File: config.mk
export PLATFORM = sky130hd
export DESIGN_NAME = quad_reg_hub
export DESIGN_NICKNAME = d
export VERILOG_FILES = /design/src/rtl/qhub_pkg.sv /design/src/rtl/qhub_bus_if.sv /design/src/rtl/qhub_chan_bank.sv /design/src/rtl/qhub_global.sv /design/src/rtl/quad_reg_hub.sv
export SDC_FILE = /design/constraint.sdc
export NUM_CORES = 1
export LEC_CHECK = 0
export BUFFER_PORTS_ARGS = -buffer_cell sky130_fd_sc_hd__clkbuf_2
export CORE_ASPECT_RATIO = 0.5
export CORE_MARGIN = 3
export CORE_UTILIZATION = 57
export DETAILED_ROUTE_END_ITERATION = 6
export PLACE_DENSITY = 0.76
export SLEW_MARGIN = 20
export SYNTH_ARGS = -nofsm -noshare
export SYNTH_HDL_FRONTEND = slang
export SYNTH_SLANG_ARGS = --single-unit
export TNS_END_PERCENT = 5
File: constraint.sdc
create_clock -name clk -period 2.89 [get_ports clk]
set_input_delay 0.867 -clock clk [delete_from_list [all_inputs] [get_ports clk]]
set_output_delay 0.867 -clock clk [all_outputs]
set_load 0.01 [all_outputs]
File: src/rtl/qhub_pkg.sv
package qhub_pkg;

    localparam int CH_W   = 2;
    localparam int OFS_W  = 4;
    localparam int DW     = 8;
    localparam int NCH    = 1 << CH_W;
    localparam int NREG   = 1 << OFS_W;
    localparam int AW     = 1 + CH_W + OFS_W;

    localparam logic [OFS_W-1:0] OFS_DATA = OFS_W'(0);
    localparam logic [OFS_W-1:0] OFS_IENB = OFS_W'(1);
    localparam logic [OFS_W-1:0] OFS_LCTL = OFS_W'(3);
    localparam int               DLAB_BIT = 7;

    localparam logic [OFS_W-1:0] G_STATUS = OFS_W'(0);
    localparam logic [OFS_W-1:0] G_IRQEN  = OFS_W'(1);
    localparam logic [OFS_W-1:0] G_CTRL   = OFS_W'(2);

    typedef struct packed {
        logic             glob;
        logic [CH_W-1:0]  ch;
        logic [OFS_W-1:0] ofs;
    } haddr_t;

    typedef struct packed {
        logic          wr;
        logic          rd;
        haddr_t        a;
        logic [DW-1:0] d;
    } hacc_t;

    function automatic haddr_t split_addr(input logic [AW-1:0] raw);
        return haddr_t'(raw);
    endfunction

endpackage

File: src/rtl/qhub_bus_if.sv
module qhub_bus_if
    import qhub_pkg::*;
(
    input  logic          clk,
    input  logic          rst,
    input  logic          moto,
    input  logic          cs_n,
    input  logic          strb_n,
    input  logic          dir_line,
    input  logic [AW-1:0] addr,
    input  logic [DW-1:0] wdata,
    output hacc_t         acc
);
    logic wr_lvl, rd_lvl, wr_seen;

    always_comb begin
        if (moto) begin
            wr_lvl = !cs_n && !strb_n && !dir_line;
            rd_lvl = !cs_n && !strb_n && dir_line;
        end else begin
            wr_lvl = !cs_n && !dir_line;
            rd_lvl = !cs_n && !strb_n && dir_line;
        end
    end

    always_ff @(posedge clk) begin
        if (rst) wr_seen <= 1'b0;
        else     wr_seen <= wr_lvl;
    end

    always_comb begin
        acc.wr = wr_lvl && !wr_seen;
        acc.rd = rd_lvl;
        acc.a  = split_addr(addr);
        acc.d  = wdata;
    end

    // a held strobe never yields two write pulses in a row
    a_r4_single_write: assert property (@(posedge clk) disable iff (rst)
        acc.wr |=> !acc.wr);

endmodule

File: src/rtl/qhub_chan_bank.sv
module qhub_chan_bank
    import qhub_pkg::*;
(
    input  logic             clk,
    input  logic             rst,
    input  logic             we,
    input  logic [OFS_W-1:0] ofs,
    input  logic [DW-1:0]    wdata,
    output logic [DW-1:0]    rdata
);
    logic [DW-1:0] regs [NREG];
    logic [DW-1:0] div_lo, div_hi;
    logic          dlab, hit_lo, hit_hi;

    assign dlab   = regs[OFS_LCTL][DLAB_BIT];
    assign hit_lo = dlab && (ofs == OFS_DATA);
    assign hit_hi = dlab && (ofs == OFS_IENB);

    always_ff @(posedge clk) begin
        if (rst) begin
            for (int i = 0; i < NREG; i++) regs[i] <= '0;
            div_lo <= '0;
            div_hi <= '0;
        end else if (we) begin
            if (hit_lo)      div_lo    <= wdata;
            else if (hit_hi) div_hi    <= wdata;
            else             regs[ofs] <= wdata;
        end
    end

    always_comb begin
        if (hit_lo)      rdata = div_lo;
        else if (hit_hi) rdata = div_hi;
        else             rdata = regs[ofs];
    end

    // divisor latches only move on a write
    a_r6_latch_hold: assert property (@(posedge clk) disable iff (rst)
        !we |=> ($stable(div_lo) && $stable(div_hi)));

    // writing the line-control offset updates the latch-select bit
    a_r6_dlab_update: assert property (@(posedge clk) disable iff (rst)
        (we && ofs == OFS_LCTL) |=> (dlab == $past(wdata[DLAB_BIT])));

endmodule

File: src/rtl/qhub_global.sv
module qhub_global
    import qhub_pkg::*;
(
    input  logic             clk,
    input  logic             rst,
    input  logic             we,
    input  logic [OFS_W-1:0] ofs,
    input  logic [DW-1:0]    wdata,
    input  logic [NCH-1:0]   chan_irq,
    output logic             bcast,
    output logic             irq_out,
    output logic [DW-1:0]    rdata
);
    logic [NCH-1:0] irq_en;

    always_ff @(posedge clk) begin
        if (rst) begin
            irq_en  <= '0;
            bcast   <= 1'b0;
            irq_out <= 1'b0;
        end else begin
            if (we && ofs == G_IRQEN) irq_en <= wdata[NCH-1:0];
            if (we && ofs == G_CTRL)  bcast  <= wdata[0];
            irq_out <= |(chan_irq & irq_en);
        end
    end

    always_comb begin
        rdata = '0;
        case (ofs)
            G_STATUS: rdata[NCH-1:0] = chan_irq;
            G_IRQEN:  rdata[NCH-1:0] = irq_en;
            G_CTRL:   rdata[0]       = bcast;
            default:  rdata          = '0;
        endcase
    end

    // broadcast mode only changes through a global write
    a_r10_ctrl_hold: assert property (@(posedge clk) disable iff (rst)
        !we |=> $stable(bcast));

    // no enabled request -> interrupt low next cycle
    a_r11_quiet: assert property (@(posedge clk) disable iff (rst)
        ((chan_irq & irq_en) == '0) |=> !irq_out);

    // any enabled request -> interrupt high next cycle
    a_r11_raise: assert property (@(posedge clk) disable iff (rst)
        ((chan_irq & irq_en) != '0) |=> irq_out);

endmodule

File: src/rtl/quad_reg_hub.sv
module quad_reg_hub
    import qhub_pkg::*;
(
    input  logic           clk,
    input  logic           rst,
    input  logic           motorola_sel,
    input  logic           cs_n,
    input  logic           strb_n,
    input  logic           dir_line,
    input  logic [AW-1:0]  addr,
    input  logic [DW-1:0]  wdata,
    input  logic [NCH-1:0] chan_irq,
    output logic [DW-1:0]  rdata,
    output logic           irq_out
);
    hacc_t         acc;
    logic          bcast;
    logic [DW-1:0] bank_rd [NCH];
    logic [DW-1:0] glob_rd, sel_rd;

    qhub_bus_if u_bus (
        .clk      (clk),
        .rst      (rst),
        .moto     (motorola_sel),
        .cs_n     (cs_n),
        .strb_n   (strb_n),
        .dir_line (dir_line),
        .addr     (addr),
        .wdata    (wdata),
        .acc      (acc)
    );

    for (genvar c = 0; c < NCH; c++) begin : g_chan
        logic bank_we;
        assign bank_we = acc.wr && !acc.a.glob &&
                         (bcast || acc.a.ch == CH_W'(c));
        qhub_chan_bank u_bank (
            .clk   (clk),
            .rst   (rst),
            .we    (bank_we),
            .ofs   (acc.a.ofs),
            .wdata (acc.d),
            .rdata (bank_rd[c])
        );
    end

    qhub_global u_glob (
        .clk      (clk),
        .rst      (rst),
        .we       (acc.wr && acc.a.glob),
        .ofs      (acc.a.ofs),
        .wdata    (acc.d),
        .chan_irq (chan_irq),
        .bcast    (bcast),
        .irq_out  (irq_out),
        .rdata    (glob_rd)
    );

    assign sel_rd = acc.a.glob ? glob_rd : bank_rd[acc.a.ch];

    always_ff @(posedge clk) begin
        if (rst)         rdata <= '0;
        else if (acc.rd) rdata <= sel_rd;
        else             rdata <= '0;
    end

    // a deselected bus returns zero read data one edge later
    a_r13_idle_zero: assert property (@(posedge clk) disable iff (rst)
        cs_n |=> (rdata == '0));

endmodule

==> results.tsv <==
metric	value	unit
Final Max Slew Viols	0	
synthesized area per cell	13.9	sq um
Tcrit/Tclk final	88.3	%
top cell type's share of synthesized area	55.7	%
Post-synth top cells	512 x edfxtp_1, 451 x and2_1, 163 x nor2_1	
Arr. time, crit path	3.00	ns
Resized cells post-CTS	0	
FP Rows	56	
Root Driver	clkbuf_16	
Placer Congestion	0.931	
slew margin rel.	35.0	%
Clock Path Buffers	3	
via count	17700	
post-DR wirelength/cell	25.5	microns
CTS sink cnt	591	
Hold Path Class	flip-flop to flip-flop	
Max Cap Viol	0	
sequential-to-total area share from yosys stat	61.4	%
post-route ant nets	0	
gr ovfl total	0	
crit path time final	2.55	ns
CTS tree	built	
DP Wirelength	48700	microns
outcome	finished, final reports clean	
number of global-route vias before repair	17800	
Async S/R FF share, synth	0	%
Post-Syn Area	27600	sq um
port bufs	33	
worst r2r src	u_bus.wr_seen	
P_leak	12.2	nW
pin count of the biggest net entering global routing	75	
final net count	2198	
die area	51200	sq um
Tot GR Track Use	29.0	%
Distinct cells, synth	60	
reg-to-reg slack, setup	0.44	ns
share of post-route cells with drive strength above 1	25.8	%
final std cells w/o fill	2853	
Ports	34	
Fin Clk Skew	0.0197	ns
die height	162	microns
Clk Latency, worst-skew pair	0.59	ns
crit path capture type	flip-flop	
Hold-fix buffers, CTS	0	
TritonRoute pass-1 iters	6	
Worst Path Required	3.34	ns
CP max FO	16	
Initial Util	58.3	%
placed inst area	30100	sq um
Slew @ Worst Pin	0.973	ns
Final setup viols	0	
Hold Worst Slack	0.492	ns
Critical path origin	addr[1]	
unrepaired setup endpoints after global routing	no	
cell count after synthesis	1992	
routed vias/inst	6.20	
Setup CP Type	input pin to flip-flop	
Most used DFF post-synth	edfxtp_1	
Antenna diodes	0	
setup_tns	0	ns
post-synth top area cell	edfxtp_1	
fmax	392	MHz
Final Core Density	67.3	%
first-pass GRT wire length	111000	microns
Area Overhead vs Synth	15.4	%
htree depth	2	
crit path launch type	input pin	
post-route cell area	31800	sq um
drt initial violations	2175	
placed cells	2757	
Final Hold Vio Count	0	
most frequent cell after synthesis	edfxtp_1	
Post-Syn Nets	2017	
Post-synth EDFFs	512	
largest cells by area after synthesis	edfxtp_1 56%, and2_1 10%, mux4_2 9.5%	
Power Density	570	nW/um^2
cts bufs inserted	52	
FF-to-FF path depth	9	
critical path's slowest cell	nor4b_4	
number of setup buffers added after CTS	0	
Max rail drop VDD	0.392	mV
crit-path cells	clkbuf_8 > buf_4 > nor4b_4 > nand2_1 > o21ai_0 > a21oi_1 > nor4_1 > a221oi_1	
die width	317	microns
core area	47300	sq um
DRC	0	
Setup crit end	rdata[1]	
max incr delay on CP	0.57	ns
initial antenna violation count	1	
Synth Warn #	0	
Worst-path clk slew	0.07	ns
Seq cells post-synth	591	
drt total wl	72800	microns
FF-to-FF End	g_chan[2].u_bank.regs[10][4]	
[area by class of cell]
| class | instances | area (sq um) |
|---|---|---|
| Clock buffer | 62 | 1400 |
| Inverter | 3 | 11.3 |
| Multi-Input combinational cell | 1241 | 9900 |
| Tap cell | 638 | 798 |
| Fill cell | 3182 | 15500 |
| Clock inverter | 34 | 303 |
| Timing Repair Buffer | 284 | 2460 |
| Sequential cell | 591 | 17000 |
[stage by stage]
step | power (mW) | setup slack, ns
after floorplan | 10.5 | 0.0367
after global placement | 11.2 | -0.162
after detailed placement | 11.2 | -0.173
after CTS | 18.1 | 0.425
after global routing | 18.6 | 0.228
final | 18.1 | 0.337
[metal layers]
layer	global-route usage (%)	routed length (microns)	vias to the layer above
li1	-	-	7708
met1	41.8	29200	8852
met2	44.4	33100	950
met3	7.22	8170	169
met4	8.39	2310	2
met5	0	11	-
[critical path, delay by kind of cell]
family / cells / cell delay, ns
AND/OR/NAND/NOR: 3 / 1.25
buffers and inverters: 2 / 0.42
AO/OA/AOI/OAI: 3 / 0.47
[sequential cells by signal (all words and copies together), names as in the netlist]
register and count:
u_glob.irq_out 1, u_glob.bcast 1, u_glob.irq_en 4, g_chan.u_bank.div_lo 32
rdata 8, g_chan.u_bank.regs 512, u_bus.wr_seen 1, g_chan.u_bank.div_hi 32
[kinds of logic (layout without fill, tap and decap cells)]
group                  after synthesis  count (layout)  share of synthesized area, %
AOI/OAI and AO/OA                  147             147                          3.87
buffers and inverters              160             383                          2.70
DFF                                591             591                          61.4
muxes                              229             229                          13.6
and+or+nand+nor                    865             865                          18.4
[report_power, final]
| group | switching, mW | internal (mW) | leakage (nW) |
|---|---|---|---|
| logic | 0.875 | 0.576 | 5.51 |
| clock network | 3.17 | 3.91 | 0.842 |
| registers | 0.0938 | 9.51 | 5.84 |
[cell usage in the layout, fill, tap and decap left out, types with 54 or more instances in the layout]
| cell type | count |
|---|---|
| nor2_1 | 162 |
| clkbuf_16 | 54 |
| and2_1 | 451 |
| mux2i_1 | 109 |
| and3_1 | 66 |
| buf_4 | 222 |
| mux4_2 | 117 |
| edfxtp_1 | 512 |
| dfxtp_1 | 79 |
| or2_2 | 60 |
[worst min path at each step]
| stage | start | end | slack (ns) | cells after the start |
|---|---|---|---|---|
| after floorplan | g_chan[1].u_bank.div_lo[0] | g_chan[1].u_bank.div_lo[0] | 0.45 | 2 |
| after global placement | g_chan[3].u_bank.div_hi[0] | g_chan[3].u_bank.div_hi[0] | 0.46 | 2 |
| after detailed placement | g_chan[2].u_bank.div_hi[3] | g_chan[2].u_bank.div_hi[3] | 0.47 | 2 |
| after CTS | g_chan[2].u_bank.div_hi[3] | g_chan[2].u_bank.div_hi[3] | 0.49 | 2 |
| after global routing | g_chan[3].u_bank.div_lo[4] | g_chan[3].u_bank.div_lo[4] | 0.52 | 2 |
| final | g_chan[3].u_bank.div_hi[0] | g_chan[3].u_bank.div_hi[0] | 0.49 | 2 |
No activity file was read; power rests on OpenSTA's default activity.
